### config.mk
export PLATFORM = sky130hd
export DESIGN_NAME = sdram_bank_tracker
export DESIGN_NICKNAME = d
export VERILOG_FILES = /design/src/rtl/sdram_trk_pkg.sv /design/src/rtl/sdram_trk_decode.sv /design/src/rtl/sdram_trk_bank.sv /design/src/rtl/sdram_bank_tracker.sv
export SDC_FILE = /design/constraint.sdc
export NUM_CORES = 1
export LEC_CHECK = 0
export BUFFER_PORTS_ARGS = -buffer_cell sky130_fd_sc_hd__buf_2
export CORE_MARGIN = 1
export CORE_UTILIZATION = 31
export DETAILED_ROUTE_END_ITERATION = 10
export PLACE_DENSITY = 0.49
export SYNTH_ARGS = -nofsm -noshare
export SYNTH_HDL_FRONTEND = slang
export SYNTH_SLANG_ARGS = --single-unit
### constraint.sdc
create_clock -name clk -period 6 [get_ports clk]
set_input_delay 1.2 -clock clk [delete_from_list [all_inputs] [get_ports clk]]
set_output_delay 1.2 -clock clk [all_outputs]
set_load 0.005 [all_outputs]
### src/rtl/sdram_trk_pkg.sv
package sdram_trk_pkg;

  typedef enum logic [2:0] {
    CMD_NOP = 3'd0,
    CMD_ACT = 3'd1,
    CMD_RD  = 3'd2,
    CMD_WR  = 3'd3,
    CMD_PRE = 3'd4
  } cmd_e;

  typedef enum logic [1:0] {
    BK_IDLE,
    BK_OPEN,
    BK_AUTOCLOSE,
    BK_CLOSING
  } bank_st_e;

endpackage

### src/rtl/sdram_trk_decode.sv
module sdram_trk_decode
  import sdram_trk_pkg::*;
#(
  parameter int NUM_BANKS = 4,
  localparam int BA_W = $clog2(NUM_BANKS)
) (
  input  logic [2:0]           cmd_i,
  input  logic [BA_W-1:0]      bank_i,
  input  logic                 a10_i,
  output logic [NUM_BANKS-1:0] sel_o,
  output logic [NUM_BANKS-1:0] close_hit_o,
  output logic                 is_act_o,
  output logic                 is_rd_o,
  output logic                 is_wr_o
);

  cmd_e cmd;
  assign cmd      = cmd_e'(cmd_i);
  assign is_act_o = (cmd == CMD_ACT);
  assign is_rd_o  = (cmd == CMD_RD);
  assign is_wr_o  = (cmd == CMD_WR);

  for (genvar g = 0; g < NUM_BANKS; g++) begin : g_hit
    assign sel_o[g]       = (bank_i == BA_W'(g));
    assign close_hit_o[g] = (cmd == CMD_PRE) && (a10_i || (bank_i == BA_W'(g)));
  end

endmodule

### src/rtl/sdram_trk_bank.sv
module sdram_trk_bank
  import sdram_trk_pkg::*;
#(
  parameter int TRP  = 3,
  parameter int TRAS = 6,
  parameter int TWR  = 2,
  parameter int BL   = 4,
  localparam int MAXV = (TRAS > TRP ? (TRAS > BL + TWR ? TRAS : BL + TWR)
                                    : (TRP > BL + TWR ? TRP : BL + TWR)),
  localparam int CW = $clog2(MAXV + 1)
) (
  input  logic clk,
  input  logic rst,
  input  logic sel_i,
  input  logic close_hit_i,
  input  logic is_act_i,
  input  logic is_rd_i,
  input  logic is_wr_i,
  input  logic a10_i,
  input  logic page_mode_i,
  input  logic single_wr_i,
  input  logic cmd_ok_i,
  input  logic other_rw_i,
  output logic illegal_o,
  output logic act_ok_o,
  output logic rw_ok_o,
  output logic pre_start_o
);

  bank_st_e st_q, st_n;
  logic [CW-1:0] ras_q, ras_n, rp_q, rp_n, wait_q, wait_n, blft_q, blft_n;
  logic wr_q, wr_n;
  logic start, intr, want_act, want_rw;
  logic act_ok_q, rw_ok_q, pre_q;

  assign want_act = is_act_i && sel_i;
  assign want_rw  = (is_rd_i || is_wr_i) && sel_i;
  assign intr     = other_rw_i && (blft_q != '0);

  always_comb begin
    illegal_o = 1'b0;
    if (want_act && !(st_q == BK_IDLE || (st_q == BK_CLOSING && rp_q == '0)))
      illegal_o = 1'b1;
    if (want_rw && st_q != BK_OPEN)
      illegal_o = 1'b1;
    if (close_hit_i && ((st_q == BK_OPEN && ras_q != '0) || st_q == BK_AUTOCLOSE))
      illegal_o = 1'b1;
  end

  always_comb begin
    st_n   = st_q;
    wr_n   = wr_q;
    start  = 1'b0;
    ras_n  = (ras_q  != '0) ? ras_q  - 1'b1 : ras_q;
    rp_n   = (rp_q   != '0) ? rp_q   - 1'b1 : rp_q;
    wait_n = (wait_q != '0) ? wait_q - 1'b1 : wait_q;
    blft_n = (blft_q != '0) ? blft_q - 1'b1 : blft_q;
    unique case (st_q)
      BK_IDLE: begin
        if (want_act && cmd_ok_i) begin
          st_n  = BK_OPEN;
          ras_n = CW'(TRAS - 1);
        end
      end
      BK_OPEN: begin
        if (close_hit_i && cmd_ok_i) begin
          start = 1'b1;
        end else if (want_rw && cmd_ok_i && a10_i && !page_mode_i) begin
          st_n = BK_AUTOCLOSE;
          wr_n = is_wr_i;
          if (is_wr_i && single_wr_i) begin
            wait_n = CW'(TWR - 1);
            blft_n = '0;
          end else if (is_wr_i) begin
            wait_n = CW'(BL + TWR - 2);
            blft_n = CW'(BL - 1);
          end else begin
            wait_n = CW'(BL - 1);
            blft_n = CW'(BL - 1);
          end
        end
      end
      BK_AUTOCLOSE: begin
        if (ras_q == '0 && (wait_q == '0 || (intr && (!wr_q || TWR == 1)))) begin
          start = 1'b1;
        end else if (intr) begin
          wait_n = (wr_q && TWR >= 2) ? CW'(TWR - 2) : '0;
          blft_n = '0;
        end
      end
      BK_CLOSING: begin
        if (rp_q == '0) begin
          if (want_act && cmd_ok_i) begin
            st_n  = BK_OPEN;
            ras_n = CW'(TRAS - 1);
          end else begin
            st_n = BK_IDLE;
          end
        end
      end
      default: st_n = BK_IDLE;
    endcase
    if (start) begin
      st_n = BK_CLOSING;
      rp_n = CW'(TRP - 1);
    end
  end

  always_ff @(posedge clk) begin
    if (rst) begin
      st_q     <= BK_IDLE;
      ras_q    <= '0;
      rp_q     <= '0;
      wait_q   <= '0;
      blft_q   <= '0;
      wr_q     <= 1'b0;
      act_ok_q <= 1'b1;
      rw_ok_q  <= 1'b0;
      pre_q    <= 1'b0;
    end else begin
      st_q     <= st_n;
      ras_q    <= ras_n;
      rp_q     <= rp_n;
      wait_q   <= wait_n;
      blft_q   <= blft_n;
      wr_q     <= wr_n;
      act_ok_q <= (st_n == BK_IDLE) || (st_n == BK_CLOSING && rp_n == '0);
      rw_ok_q  <= (st_n == BK_OPEN);
      pre_q    <= start;
    end
  end

  assign act_ok_o    = act_ok_q;
  assign rw_ok_o     = rw_ok_q;
  assign pre_start_o = pre_q;

  // Independent age counter since the last accepted activate, for the lock-out check.
  logic [CW-1:0] age_q;
  always_ff @(posedge clk) begin
    if (rst) begin
      age_q <= '0;
    end else if (want_act && cmd_ok_i && !illegal_o) begin
      age_q <= CW'(1);
    end else if (age_q < CW'(TRAS)) begin
      age_q <= age_q + 1'b1;
    end
  end

  always_ff @(posedge clk) begin
    if (!rst && start) begin
      assert_ras_lockout_R4: assert (age_q >= CW'(TRAS))
        else $error("close started inside the row-open window");
    end
  end

  assert_pulse_single_R12: assert property (@(posedge clk) disable iff (rst)
    pre_q |=> !pre_q);

  assert_closing_blocks_R5: assert property (@(posedge clk) disable iff (rst)
    pre_q |-> (!rw_ok_q && (act_ok_q == (TRP == 1))));

endmodule

### src/rtl/sdram_bank_tracker.sv
module sdram_bank_tracker
  import sdram_trk_pkg::*;
#(
  parameter int NUM_BANKS = 4,
  parameter int TRP  = 3,
  parameter int TRAS = 6,
  parameter int TWR  = 2,
  parameter int BL   = 4,
  localparam int BA_W = $clog2(NUM_BANKS)
) (
  input  logic                 clk,
  input  logic                 rst,
  input  logic [2:0]           cmd_i,
  input  logic [BA_W-1:0]      bank_i,
  input  logic                 a10_i,
  input  logic                 page_mode_i,
  input  logic                 single_wr_i,
  output logic [NUM_BANKS-1:0] act_ok_o,
  output logic [NUM_BANKS-1:0] rw_ok_o,
  output logic [NUM_BANKS-1:0] pre_start_o,
  output logic                 err_o
);

  logic [NUM_BANKS-1:0] sel, close_hit, illegal, other_rw;
  logic is_act, is_rd, is_wr, cmd_ok, err_q;

  sdram_trk_decode #(.NUM_BANKS(NUM_BANKS)) u_decode (
    .cmd_i       (cmd_i),
    .bank_i      (bank_i),
    .a10_i       (a10_i),
    .sel_o       (sel),
    .close_hit_o (close_hit),
    .is_act_o    (is_act),
    .is_rd_o     (is_rd),
    .is_wr_o     (is_wr)
  );

  assign cmd_ok = ~|illegal;

  for (genvar g = 0; g < NUM_BANKS; g++) begin : g_bank
    assign other_rw[g] = (is_rd || is_wr) && cmd_ok && !sel[g];
    sdram_trk_bank #(.TRP(TRP), .TRAS(TRAS), .TWR(TWR), .BL(BL)) u_bank (
      .clk         (clk),
      .rst         (rst),
      .sel_i       (sel[g]),
      .close_hit_i (close_hit[g]),
      .is_act_i    (is_act),
      .is_rd_i     (is_rd),
      .is_wr_i     (is_wr),
      .a10_i       (a10_i),
      .page_mode_i (page_mode_i),
      .single_wr_i (single_wr_i),
      .cmd_ok_i    (cmd_ok),
      .other_rw_i  (other_rw[g]),
      .illegal_o   (illegal[g]),
      .act_ok_o    (act_ok_o[g]),
      .rw_ok_o     (rw_ok_o[g]),
      .pre_start_o (pre_start_o[g])
    );
  end

  always_ff @(posedge clk) begin
    if (rst) err_q <= 1'b0;
    else     err_q <= ~cmd_ok;
  end
  assign err_o = err_q;

  assert_err_keeps_open_R11: assert property (@(posedge clk) disable iff (rst)
    err_o |-> $stable(rw_ok_o));

endmodule

## After elaboration in Yosys (flattened, before gate mapping)

Cells that the tools add are included.
Widths: inputs -> output; s select.

- Flip-flop bits (word level): 73
- Input port bits: 10
- Output and inout bits: 13
- Word-level logic and storage cells: 370

- $add $sub $neg: 16
- Eq/ne operators: 31
- Mux-type cells: 127
- Bitwise logic cells: 4
- Reductions and logical operators: 155

Operators by type and width:

| operator | count |
|---|---|
| $mux 3 | 62 |
| $logic_and 1x1->1 | 74 |
| $pmux 3 s2 | 12 |
| $logic_not 3->1 | 16 |
| $reduce_bool 3->1 | 16 |
| $sub 3x1->3 const B | 16 |
| $mux 2 | 21 |
| $eq 2x2->1 const B | 14 |
| $mux 1 | 24 |
| $pmux 2 s3 | 4 |
| $logic_or 1x1->1 | 21 |
| $eq 2x1->1 const B | 9 |
| $logic_not 2->1 | 9 |
| $logic_not 1->1 | 14 |
| $reduce_and 3->1 | 4 |
| $ne 2x1->1 const B | 4 |
| $pmux 1 s2 | 4 |
| $eq 3x2->1 const B | 2 |
| $not 1->1 | 4 |
| $reduce_or 4->1 | 1 |
| $eq 3x1->1 const B | 1 |
| $eq 3x3->1 const B | 1 |

## Longest topological paths before layout

- Depth after elaboration: 22
- Mapped depth: 11
- Mapped depth without buffers: 9

## Cells and area by module

A second synthesis with hierarchy kept.

- Cells, all modules: 608
- Area, all modules: 5,027.3 um2

By module, submodules not included:

| module | times used | cells an instance | area each (um2) | seq. area each (um2) |
|---|---|---|---|---|
| sdram_trk_bank (g_bank[0].u_bank ...) | 2 | 146 | 1,207.4 | 360.3 |
| sdram_trk_bank (g_bank[3].u_bank) | 1 | 148 | 1,216.2 | 360.3 |
| sdram_trk_bank (g_bank[2].u_bank) | 1 | 147 | 1,211.2 | 360.3 |
| sdram_trk_decode | 1 | 12 | 102.6 | 0.0 |
| sdram_bank_tracker | 1 | 9 | 82.6 | 20.0 |

## Least setup slack after synthesis

OpenSTA, ideal clock, no wires.

- Kind: input to register
- From: in bank_i[1]
- To: reg g_bank[1].u_bank.act_ok_q
- Data arrival time: 3,022 ps
- Required time: 5,940 ps
- Setup slack: 2,918 ps
- Stages on the path: 8
- Buffers on the path: 1
- Cells stage by stage: or2_4 or3_1 a41o_1 and3b_1 buf_6 a31o_4 a2111oi_2 a311o_1

- Longest elaborated chain between the ends: 20
- Elaborated cells on any way between the ends: 74
- Classes of those cells: eq/ne: 4; mux: 23; reduce/logical: 47

Ends and longest elaborated chain:

| element | RTL line | source |
|---|---|---|
| start, declared | sdram_bank_tracker.sv:14 | `input logic [BA_W-1:0] bank_i,` |
| $eq 2x1->1 (tied with other cells) | sdram_trk_decode.sv:24, sdram_trk_decode.sv:25 |  |
| $logic_and 1x1->1 | sdram_trk_bank.sv:36 | `assign want_act = is_act_i && sel_i;` |
| $logic_and 1x1->1 | sdram_trk_bank.sv:42 | `if (want_act && !(st_q == BK_IDLE \|\| (st_q == BK_CLOSING && rp_q == '0)))` |
| $mux 1 | sdram_trk_bank.sv:42 |  |
| $mux 1 | sdram_trk_bank.sv:44 | `if (want_rw && st_q != BK_OPEN)` |
| $mux 1 | sdram_trk_bank.sv:46 | `if (close_hit_i && ((st_q == BK_OPEN && ras_q != '0) \|\| st_q == BK_AUTOCLOSE))` |
| $reduce_or 4->1 | sdram_bank_tracker.sv:38 | `assign cmd_ok = ~\|illegal;` |
| $logic_not 1->1 | sdram_bank_tracker.sv:38 |  |
| [... 4 more ...] | n/a |  |
| $logic_or 1x1->1 | sdram_trk_bank.sv:84 | `if (ras_q == '0 && (wait_q == '0 \|\| (intr && (!wr_q \|\| TWR == 1)))) begin` |
| $logic_and 1x1->1 | sdram_trk_bank.sv:84 |  |
| $mux 1 | sdram_trk_bank.sv:84 |  |
| $pmux 1 s2 | sdram_trk_bank.sv:58 | `unique case (st_q)` |
| $mux 2 or $mux 3 (tied branches) | sdram_trk_bank.sv:103 | `if (start) begin` |
| $eq 2x2->1 or $logic_not 3->1 (tied branches) | sdram_trk_bank.sv:127 | `act_ok_q <= (st_n == BK_IDLE) \|\| (st_n == BK_CLOSING && rp_n == '0);` |
| $logic_and 1x1->1 | sdram_trk_bank.sv:127 |  |
| $logic_or 1x1->1 (*) | sdram_trk_bank.sv:127 |  |
| end signal, assigned | sdram_trk_bank.sv:127 |  |
| end, declared | sdram_trk_bank.sv:34 | `logic act_ok_q, rw_ok_q, pre_q;` |

Every way passes the cells marked *; elsewhere a longest branch is shown, timed or not.
A chain may end at the register's enable or synchronous reset.

## Worst setup path after layout

- From: in cmd_i[1]
- To: reg g_bank[2].u_bank.wait_q[0]

- Longest elaborated chain between the ends: 16
- Elaborated cells on any way between the ends: 61
- Classes of those cells: eq/ne: 4; mux: 19; reduce/logical: 38

Ends and longest elaborated chain:

| element | RTL line | source |
|---|---|---|
| start, declared | sdram_bank_tracker.sv:13 | `input logic [2:0] cmd_i,` |
| $eq 3x1->1 (tied with other cells) | sdram_trk_decode.sv:19 | `assign is_act_o = (cmd == CMD_ACT);` |
| $logic_and 1x1->1 or $logic_or 1x1->1 (tied branches) | sdram_trk_bank.sv:36, sdram_trk_bank.sv:37, sdram_bank_tracker.sv:41 |  |
| $logic_and 1x1->1 (on tied branches) | sdram_trk_bank.sv:42, sdram_trk_bank.sv:37 |  |
| $mux 1 or $logic_and 1x1->1 (tied branches) | sdram_trk_bank.sv:42, sdram_trk_bank.sv:44 |  |
| $mux 1 | sdram_trk_bank.sv:44 |  |
| $mux 1 | sdram_trk_bank.sv:46 |  |
| $reduce_or 4->1 | sdram_bank_tracker.sv:38 |  |
| $logic_not 1->1 | sdram_bank_tracker.sv:38 |  |
| $logic_and 1x1->1 (2 in a row) | sdram_bank_tracker.sv:41 | `assign other_rw[g] = (is_rd \|\| is_wr) && cmd_ok && !sel[g];` |
| $logic_and 1x1->1 | sdram_trk_bank.sv:38 | `assign intr = other_rw_i && (blft_q != '0);` |
| $logic_and 1x1->1 | sdram_trk_bank.sv:84 |  |
| $logic_or 1x1->1 | sdram_trk_bank.sv:84 |  |
| $logic_and 1x1->1 | sdram_trk_bank.sv:84 |  |
| $mux 3 | sdram_trk_bank.sv:84 |  |
| $pmux 3 s2 (*) | sdram_trk_bank.sv:58 |  |
| end signal, assigned | sdram_trk_bank.sv:124 | `wait_q <= wait_n;` |
| end, declared | sdram_trk_bank.sv:31 | `logic [CW-1:0] ras_q, ras_n, rp_q, rp_n, wait_q, wait_n, blft_q, blft_n;` |

Marked as above.

==> qor.txt <==
outcome - finished, final reports clean
overflow left after global routing - 0
Hold Path Class - reg -> reg
cell at the root of the clock tree - clkbuf_16
antenna diode count - 0
most used flip-flop cell after synthesis - dfxtp_1
setup TNS - 0 ns
clock network fraction of design power - 0.232
met2 routed WL - 5.45 mm
port bufs - 22
hold buffer count at cts - 0
buffer depth of the longest clock path - 2
GR Util All Layers - 0.157
Critical Path Source Type - primary input
slew at the pin with the worst max-slew slack - 0.841 ns
Core Footprint - 15,300 um^2
Sequential cell area - 1460 um^2
via count of the first global-routing pass - 4,061
clock latency at the later pin of the worst-skew pair - 0.35 ns
weighted congestion reported at the end of routability-driven placement - 0.822
power density over cell area - 423 nW/um^2
number of violations of the max-capacitance limit - 0
remaining number of nets flagged by the antenna check after routing - 0
number of antenna violations at the first check in global routing - 0
post-synth top area cell - dfxtp_1
wire length after detailed routing - 11.9 mm
Synth Net Count - 656
Die Area - 16,300 um^2
footprint of the multi-input gates - 3080 um^2
drt wl/cell - 14.6 um
slowest stage delay, CP - 0.43 ns
number of sinks on the clock net - 73
Final Critical Period - 3.34 ns
total instance count after detailed placement - 802
sequential fraction of the synthesis area - 0.298
global-route wire length before repair - 20.0 mm
synthesized area - 4900 um^2
standard-cell rows - 45
largest cells by area after synthesis - dfxtp_1 30%, ha_1 12%, nor2_1 5.0%, a21oi_1 4.2%, inv_1 4.0%
highest attainable clock frequency - 300 MHz
Fill cells - 1,612
vias per cell - 5.08
final routed DRC violation total - 0
number of failing setup endpoints in the final timing report - 0
FFs w/ async S/R, synth - 0
met3 WL post-DR - 378 um
via count - 4,156
net total in the final layout - 660
detailed-router iteration count before antenna repair - 5
post-synthesis to final-layout area growth - 10.4%
sequential share of power - 0.309
part of the power in combinational logic - 0.459
start-to-end type of the worst setup path - in -> reg
overall power after layout - 2.29 mW
Post-Synthesis Mean Instance Area - 8.19 um^2
clock tree from TritonCTS - yes
Max Clock Skew - 0.00414 ns
number of cells upsized or downsized after cts - 0
RSZ-0062 raised after global routing - no
Detailed Place HPWL - 8.98 mm
non-filler instance count after layout - 818
Clk pin slew, worst setup/hold paths - 0.06 ns
overall die height - 128 um
final slew viol count - 0
reg-to-reg startpoint - g_bank[2].u_bank.st_q[1]
Hold Crit Start - g_bank[1].u_bank.wr_q
final-report hold violation count - 0
peak supply drop - 128 uV
die width - 128 um
Crit-path slowest cell - o21ai_2
Data arrival, critical path - 3.58 ns
fraction of power spent switching nets - 0.382
number of instances in the synthesized netlist - 598
number of enable-type register cells in the synthesized netlist - 0
I/O pin cnt - 23
Distinct cells, synth - 68
Critical Path Fanout Max - 10
Critical Path Source - cmd_i[1]
design internal power - 1.41 mW
share of Yosys cell area claimed by the top area cell type - 0.298
tightest slew margin relative to the limit - 0.436
Post-CTS Setup Inserts - 0
level count of the clock H-tree - 3
share of post-route cells with drive strength above 1 - 0.0906
Setup crit end kind - register
leak pwr - 2.16 nW
pin count of the biggest net entering global routing - 54
Req. time, crit path - 6.24 ns
flops & latches, synth - 73
initial detailed-routing violation count - 234
synthesis warning total - 0
cells along the critical path - buf_2 -> nor3b_2 -> o21ai_1 -> o21ai_2 -> and3b_1 -> a211oi_1 -> a31oi_1 -> a22o_1
crit share post-route - 0.556
switching power summed over all nets - 0.875 mW
effective utilization at floorplan - 0.320
topmost layer with routed signal wires - met4
Met1 Wirelength - 5.76 mm
number of buffers added by the clock tree synthesis step - 9
[path summary, 6_finish.rpt]
path	end	slack, ns	cells after the start
max reg2reg	g_bank[2].u_bank.wait_q[0]	3.05	9
min reg2reg	g_bank[1].u_bank.wr_q	0.48	2
max	g_bank[2].u_bank.wait_q[0]	2.66	8
min	g_bank[1].u_bank.wr_q	0.48	2
[cell usage in the layout (no fill, tap or decap), drive strengths merged, types with 3 or more instances in the layout]
cell	instances
a2111oi	5
a211o	5
a211oi	11
a21boi	3
a21o	3
a21oi	41
a22o	3
a31oi	9
and2	6
and3	6
buf	23
clkbuf	14
dfxtp	73
ha	48
inv	52
mux2	5
mux2i	15
nand2	28
nand2b	23
nand3	14
nor2	65
nor2b	16
nor3	19
nor3b	4
o211ai	3
o21a	5
o21ai	28
o22ai	10
o31ai	5
o32ai	4
or3	3
xnor2	17
[stage by stage]
stage | hold slack [ns] | setup WS (ns) | cell area, um^2 | util
after global placement | 0.468 | 2.36 | 5120 | 0.334
final | 0.480 | 2.66 | 5410 | 0.353
after detailed placement | 0.471 | 2.33 | 5120 | 0.334
after global routing | 0.510 | 2.39 | 5410 | 0.353
after CTS | 0.479 | 2.70 | 5410 | 0.353
after floorplan | 0.454 | 2.92 | 4900 | -
[flip-flops by register name, summed over array words and instances, names as in the netlist]
register	flops
g_bank.u_bank.ras_q	12
err_o	1
g_bank.u_bank.rp_q	12
g_bank.u_bank.act_ok_o	4
g_bank.u_bank.st_q	8
g_bank.u_bank.blft_q	12
g_bank.u_bank.wait_q	12
g_bank.u_bank.pre_start_o	4
g_bank.u_bank.wr_q	4
g_bank.u_bank.rw_ok_o	4
[Yosys cell counts, types with 3 or more instances]
| cell | n |
|---|---|
| a2111oi_0 | 4 |
| a211o_1 | 5 |
| a211oi_1 | 11 |
| a21boi_0 | 3 |
| a21o_1 | 3 |
| a21oi_1 | 41 |
| a22o_1 | 3 |
| a31oi_1 | 9 |
| and2_1 | 6 |
| and3_1 | 6 |
| buf_4 | 12 |
| clkbuf_1 | 16 |
| dfxtp_1 | 73 |
| ha_1 | 48 |
| inv_1 | 52 |
| mux2_2 | 5 |
| mux2i_1 | 15 |
| nand2_1 | 28 |
| nand2b_1 | 22 |
| nand3_1 | 14 |
| nor2_1 | 65 |
| nor2b_1 | 16 |
| nor3_1 | 18 |
| nor3b_1 | 3 |
| o211ai_1 | 3 |
| o21a_1 | 5 |
| o21ai_0 | 21 |
| o21ai_1 | 6 |
| o22ai_1 | 10 |
| o31ai_1 | 5 |
| o32ai_1 | 4 |
| or3_1 | 3 |
| xnor2_1 | 17 |
[power groups by stage]
stage	combinational, mW	clock, mW	sequential [mW]
2_1_floorplan	0.858	0	0.699
6_report	1.05	0.530	0.708
3_5_place_dp	1.05	0	0.717
4_1_cts	1.06	0.545	0.708
5_1_grt	1.20	0.564	0.728
3_3_place_gp	1.00	0	0.710
[worst max-delay path: cells and delay by family]
kind / cells / cell delay (ns)
AO/OA/AOI/OAI: 5 / 1.44
buffers and inverters: 1 / 0.14
AND/OR/NAND/NOR: 2 / 0.80
[cell type report]
type	instances	share of cell area
clock buffers	14	0.0525
clock inverters	2	0.00185
inverters	52	0.0361
multi-input cells	443	0.569
flip-flops and latches	73	0.270
well taps	211	0.0488
repair buffers	23	0.0217
[per-layer routing]
metal / track usage / up-vias
li1: - / 2113
met1: 0.199 / 1958
met2: 0.256 / 63
met3: 0.0259 / 22
met4: 0.0844 / 0
met5: 0 / -
[cell families after synthesis]
group | share of synthesized area
AOI/OAI and AO/OA | 0.222
and+or+nand+nor | 0.207
adders and majority gates | 0.123
DFF | 0.298
buffers and inverters | 0.0735
muxes | 0.0467
xor gates and xnor gates | 0.0304
Power figures use the tool's default switching activity.
